### src/rtl/serial_boot_loader.sv
module serial_boot_loader #(
  parameter logic [63:0] PASSWORD = 64'h0123_4567_89AB_CDEF,
  parameter int DW = 32
) (
  input  logic          clk,
  input  logic          rst_n,
  input  logic          rx_valid,
  input  logic [7:0]    rx_data,
  output logic          rx_ready,
  output logic          tx_valid,
  output logic [7:0]    tx_data,
  input  logic          tx_ready,
  output logic          mem_we,
  output logic [DW-1:0] mem_addr,
  output logic [DW-1:0] mem_wdata,
  output logic [DW/8-1:0] mem_be,
  output logic          branch_req,
  output logic [DW-1:0] branch_addr,
  output logic          locked
);
  localparam int BYTES = DW / 8;
  localparam int IW = $clog2(BYTES);

  typedef enum logic [2:0] {ST_KEY, ST_ADDR, ST_LEN, ST_DATA, ST_GO, ST_LOCK} st_t;
  st_t state;

  logic [63:0]   shreg;
  logic [2:0]    bcnt;
  logic [DW-1:0] load_addr, wptr, wbuf;
  logic [DW-2:0] remain;
  logic [IW-1:0] widx;

  wire           take    = rx_valid && rx_ready;
  wire [63:0]    sh_next = {shreg[55:0], rx_data};
  wire [DW-1:0]  merged  = wbuf | ({{(DW-8){1'b0}}, rx_data} << (8 * (BYTES - 1 - int'(widx))));
  wire           last_b  = (remain == 1);
  wire           flush   = last_b || (widx == IW'(BYTES - 1));

  logic [BYTES-1:0] be_now;
  always_comb
    for (int i = 0; i < BYTES; i++)
      be_now[BYTES-1-i] = (int'(widx) >= i);

  assign rx_ready    = !tx_valid && (state inside {ST_KEY, ST_ADDR, ST_LEN, ST_DATA});
  assign branch_req  = (state == ST_GO) && !tx_valid;
  assign branch_addr = load_addr;
  assign locked      = (state == ST_LOCK);

  always_ff @(posedge clk or negedge rst_n) begin
    if (!rst_n) begin
      state     <= ST_KEY;
      shreg     <= '0;
      bcnt      <= '0;
      load_addr <= '0;
      wptr      <= '0;
      wbuf      <= '0;
      remain    <= '0;
      widx      <= '0;
      tx_valid  <= 1'b0;
      tx_data   <= '0;
      mem_we    <= 1'b0;
      mem_addr  <= '0;
      mem_wdata <= '0;
      mem_be    <= '0;
    end else begin
      mem_we <= 1'b0;
      if (take) begin
        tx_valid <= 1'b1;
        tx_data  <= rx_data;
        shreg    <= sh_next;
        bcnt     <= bcnt + 3'd1;
        case (state)
          ST_KEY:
            if (bcnt == 3'd7) begin
              bcnt  <= '0;
              state <= (sh_next == PASSWORD) ? ST_ADDR : ST_LOCK;
            end
          ST_ADDR: begin
            load_addr <= sh_next[DW-1:0];
            if (bcnt == 3'd3) begin
              bcnt  <= '0;
              state <= ST_LEN;
            end
          end
          ST_LEN:
            if (bcnt == 3'd3) begin
              bcnt   <= '0;
              remain <= sh_next[DW-2:0];
              wptr   <= load_addr;
              wbuf   <= '0;
              widx   <= '0;
              if (!sh_next[DW-1])
                state <= ST_LOCK;
              else if (sh_next[DW-2:0] == '0)
                state <= ST_GO;
              else
                state <= ST_DATA;
            end
          ST_DATA: begin
            remain <= remain - 1'b1;
            if (flush) begin
              mem_we    <= 1'b1;
              mem_addr  <= wptr;
              mem_wdata <= merged;
              mem_be    <= be_now;
              wptr      <= wptr + DW'(BYTES);
              wbuf      <= '0;
              widx      <= '0;
            end else begin
              wbuf <= merged;
              widx <= widx + 1'b1;
            end
            if (last_b) state <= ST_GO;
          end
          default: ;
        endcase
      end else if (tx_valid && tx_ready) begin
        tx_valid <= 1'b0;
      end
    end
  end
endmodule

### config.mk
export PLATFORM = sky130hd
export DESIGN_NAME = serial_boot_loader
export DESIGN_NICKNAME = d
export VERILOG_FILES = /design/src/rtl/serial_boot_loader.sv
export SDC_FILE = /design/constraint.sdc
export NUM_CORES = 1
export LEC_CHECK = 0
export BUFFER_PORTS_ARGS = -buffer_cell sky130_fd_sc_hd__buf_2
export CORE_MARGIN = 4
export CORE_UTILIZATION = 53
export CTS_CLUSTER_DIAMETER = 200
export DETAILED_ROUTE_END_ITERATION = 8
export PLACE_DENSITY = 0.82
export SLEW_MARGIN = 10
export SYNTH_ARGS = -nofsm -noshare
export SYNTH_HDL_FRONTEND = slang
export SYNTH_SLANG_ARGS = --single-unit
### constraint.sdc
create_clock -name clk -period 2.5 [get_ports clk]
set_input_delay 0.5 -clock clk [delete_from_list [all_inputs] [get_ports clk]]
set_output_delay 0.5 -clock clk [all_outputs]
set_load 0.05 [all_outputs]
==> impl_table.tex <==
\begin{tabular}{lr}
\hline
Metric & Value \\
\hline
\multicolumn{2}{l}{\textbf{Hold path}} \\
Critical hold path startpoint & tx\_ready \\
Class of the most critical hold timing path & input pin to register \\
Hold Path Stages & 2 \\
Destination of the worst hold path & tx\_valid\$\_DFFE\_PN0P\_ \\
\multicolumn{2}{l}{\textbf{Drt}} \\
Via count & a little over 10000 \\
Routed met2 length & 14600 um \\
Wire length reported by the detailed router & about 32000 um \\
Residual DRC & 0 \\
DRT iter0 DRCs & around 1200 \\
Number of routed nets with antenna violations & 0 \\
Wire length on met1 & between 10000 and 15000 um \\
Top routing layer in use & met5 \\
Number of vias per cell after detailed routing & just over 6 \\
Post-DR wirelength/cell & 19.0 um \\
Total met3 wirelength after detailed routing & 3260 um \\
TritonRoute pass-1 iters & 6 \\
\multicolumn{2}{l}{\textbf{Finish}} \\
Final non-filler cell area & 0.0142 mm\^{}2 \\
Post-layout net count & $\sim$1400 \\
Layout cells sized above 1 & 22.9\% \\
Area added between synthesis and finish & 18.2\% \\
Utilization after layout & 64.3\% \\
Post-route non-filler standard cell count & about 1700 \\
Fillers & approximately 1700 \\
\multicolumn{2}{l}{\textbf{STA}} \\
RSZ-0062 raised after global routing & no \\
Crit path time final & roughly 2.4 ns \\
Crit path setup slack, layout & between 0.05 and 0.06 ns \\
Clock skew after layout & approximately 0.018 ns \\
Worst rel slew slack & between 30\% and 40\% \\
Slew at the pin with the worst max-slew slack & between 0.9 and 1 ns \\
Final period utilization & a little over nine tenths \\
Count of endpoints failing hold in the final timing report & 0 \\
Max Freq & between 400 and 500 MHz \\
Count of pins over their slew limit & 0 \\
Setup violation total in the final timing report & 0 \\
\multicolumn{2}{l}{\textbf{Place}} \\
Port buffer count & between 100 and 150 \\
Worst Setup Slack post-DPL & -0.0117 ns \\
Cell count after placement & between 1500 and 2000 \\
Placement-stage cell area & about 0.013 mm\^{}2 \\
Routability Congestion & 0.921 \\
Detailed placer's ending HPWL & $\sim$22000 um \\
\multicolumn{2}{l}{\textbf{Floorplanning}} \\
Die outline height & between 150 and 200 um \\
Total number of placement rows & 54 \\
Die width & $\sim$160 um \\
Full die area & 0.0251 mm\^{}2 \\
Ports placed on the boundary & $\sim$130 \\
Initial core utilization & 54.4\% \\
Core footprint & between 0.02 and 0.025 mm\^{}2 \\
\multicolumn{2}{l}{\textbf{Pwr}} \\
Static leakage & approximately 0.007 uW \\
Largest voltage drop on the vdd net & 0.916 mV \\
Sum of internal, switching and leakage power & about 16000 uW \\
Total power divided by cell area & 1090 mW/mm\^{}2 \\
\multicolumn{2}{l}{\textbf{Clock network}} \\
Insertion delay to the later sink of the worst-skew pair & 0.54 ns \\
Root cell of the clock tree & clkbuf\_16 \\
Number of buffers created by CTS & 27 \\
Clock-pin slew reported for the worst setup and hold paths after clock tree synthesis & 0.06 ns \\
Total setup buffers inserted after CTS & 0 \\
Maximum level of the CTS H-tree & 1 \\
Clock Path Buffers & 3 \\
TritonCTS clock tree & yes \\
Clock Sinks & roughly 260 \\
\multicolumn{2}{l}{\textbf{Synthesis}} \\
Seq cells post-synth & between 200 and 300 \\
Nets in the synthesized netlist & about 1300 \\
EDFF count, synth & 0 \\
Number of distinct library cells after synthesis & between 60 and 70 \\
Summed instance area of the synthesized netlist & between 0.01 and 0.015 mm\^{}2 \\
Yosys warning count & 0 \\
Avg Synthesized Cell Area & between 9 and 10 um\^{}2 \\
Most instantiated flip-flop cell in the synthesis netlist & dfrtp\_1 \\
Async set-reset flop share out of synthesis & between 90\% and 100\% \\
Synth cell count leaders & dfrtp\_1 (261), nand2\_1 (257), a21oi\_1 (122) \\
Number of standard cells after synthesis & about 1200 \\
Top-area cell type share of the netlist area & roughly 54\% \\
Cell taking the most area after synthesis & dfrtp\_1 \\
Leading cell types by total area after synthesis & dfrtp\_1 (54\%), nand2\_1 (8.0\%), a21oi\_1 (5.1\%), mux2\_2 (4.4\%), o21ai\_0 (3.6\%) \\
Post-synthesis sequential area ratio & 54.5\% \\
Most frequently used cell type in the post-synthesis netlist & dfrtp\_1 \\
\multicolumn{2}{l}{\textbf{Setup path}} \\
CP Capture Type & primary output \\
Origin of the critical flop-to-flop path & remain[14]\$\_DFFE\_PN0P\_ \\
Worst EP arrival & around 1.9 ns \\
Critical register-to-register path endpoint & mem\_addr[19]\$\_DFFE\_PN0P\_ \\
Number of cells on the worst reg-to-reg path & 7 \\
Nature of the critical path startpoint & register \\
Largest stage delay on the critical path & $\sim$0.44 ns \\
Required time at the worst-slack endpoint & 2.00 ns \\
CP max stage cell & dfrtp\_1 \\
Top fanout value on the critical path & 30 \\
Critical setup path kind & register to primary output \\
Critical-path cell list & buf\_8 > inv\_1 > nor2\_1 > and2\_1 > buf\_2 \\
Register-to-register path setup slack & 0.07 ns \\
\multicolumn{2}{l}{\textbf{Global route}} \\
Remaining global-route overflow & 0 \\
Total global-route track usage & around a quarter \\
Initial antenna violation count & 2 \\
Pin count of the biggest net entering global routing & 64 \\
Vias in the first global route & a little under 10000 \\
Wire length of the first global-routing pass & 51200 um \\
\multicolumn{2}{l}{\textbf{Run status}} \\
Run status & finished, final reports clean \\
\multicolumn{2}{l}{\textbf{Job}} \\
Number of maximum-capacitance violations & 0 \\
\hline
\end{tabular}
worst max-delay path: cells and delay by family, from the launching register on:
kind          cells  cell delay, ns
buf+inv           3            0.60
flops             1            0.44
simple gates      2            0.38
state kept, by name, summed over array words and instances, names as in the netlist:
register     cells
state            3
mem_be           4
bcnt             3
wptr            32
widx             2
mem_addr        32
wbuf            32
mem_wdata       32
mem_we           1
tx_data          7
remain          31
shreg           49
branch_addr     32
tx_valid         1
through the flow:
stage	hold slack, ns	setup TNS (ns)
5_1_grt	0.144	0
4_1_cts	0.132	0
3_5_place_dp	0.447	-0.0117
6_report	0.140	0
3_3_place_gp	0.445	0
2_1_floorplan	0.204	0
worst max path at each step:
stage,startpoint,to,depth (start not counted)
floorplan,remain[14]$_DFFE_PN0P_,mem_addr[10]$_DFFE_PN0P_,8
global placement,remain[1]$_DFFE_PN0P_,widx[0]$_DFFE_PN0P_,9
detailed placement,remain[1]$_DFFE_PN0P_,widx[0]$_DFFE_PN0P_,9
CTS,remain[14]$_DFFE_PN0P_,mem_addr[7]$_DFFE_PN0P_,7
global route,state[0]$_DFFE_PN0P_,locked,5
finish,state[0]$_DFFE_PN0P_,locked,5
routing by layer:
| layer | GRT usage, % | vias up |
|---|---|---|
| li1 | - | 4653 |
| met1 | 36.5 | 4958 |
| met2 | 39.0 | 518 |
| met3 | 5.22 | 77 |
| met4 | 7.68 | 2 |
| met5 | 0 | - |
cell usage in the layout (no fill, tap or decap), types with 6 or more instances in the layout:
cell         n
o22ai_1     22
ha_1        11
o22a_1      10
dfrtp_1    261
nand4_1     13
nand2_1    255
a31oi_1     32
mux2_2      47
inv_1       17
nor3_1      13
mux2_4      18
a21oi_1    122
clkbuf_16   27
buf_2      123
buf_12       7
o21ai_0     87
clkinv_2     7
nor4_1      21
and3_1       6
nor2b_1     12
a2bb2oi_1   12
nand3_1     27
nor2_1      92
or3_1        6
buf_4       58
power breakdown:
part           switching [uW]  internal (uW)  leakage, uW
sequential               1160           5240      0.00349
combinational            3270           1660      0.00304
clock                    1660           2520     0.000455
total                    6100           9420      0.00699
cell type report:
class / instances / area (um^2) / area share (%)
Antenna cell: 1 / 2.50 / 0.0177
Clock buffer: 35 / 746 / 5.26
Clock inverter: 15 / 186 / 1.32
Inverter: 17 / 63.8 / 0.450
Multi-Input combinational cell: 879 / 5050 / 35.6
Sequential cell: 261 / 6530 / 46.1
Tap cell: 280 / 350 / 2.47
Timing Repair Buffer: 192 / 1240 / 8.77
logic make-up (layout without fill, tap and decap cells):
group	count (synthesis)	after routing	synth area share [%]
muxes	65	65	6.67
buffers and inverters	107	259	3.90
xor gates and xnor gates	1	1	0.0730
and+or+nand+nor	487	487	18.4
adders and majority gates	11	11	1.15
DFF	261	261	54.5
AOI/OAI and AO/OA	315	315	15.3
other	0	1	0
repair_timing:
action,CTS,global route
pin swaps,0,1
hold buffers,1,0
gates resized for setup,3,5
hold endpoints to repair,52,0
endpoints found under the setup margin,12,55
Note: power is estimated with default switching activity, not from simulation.
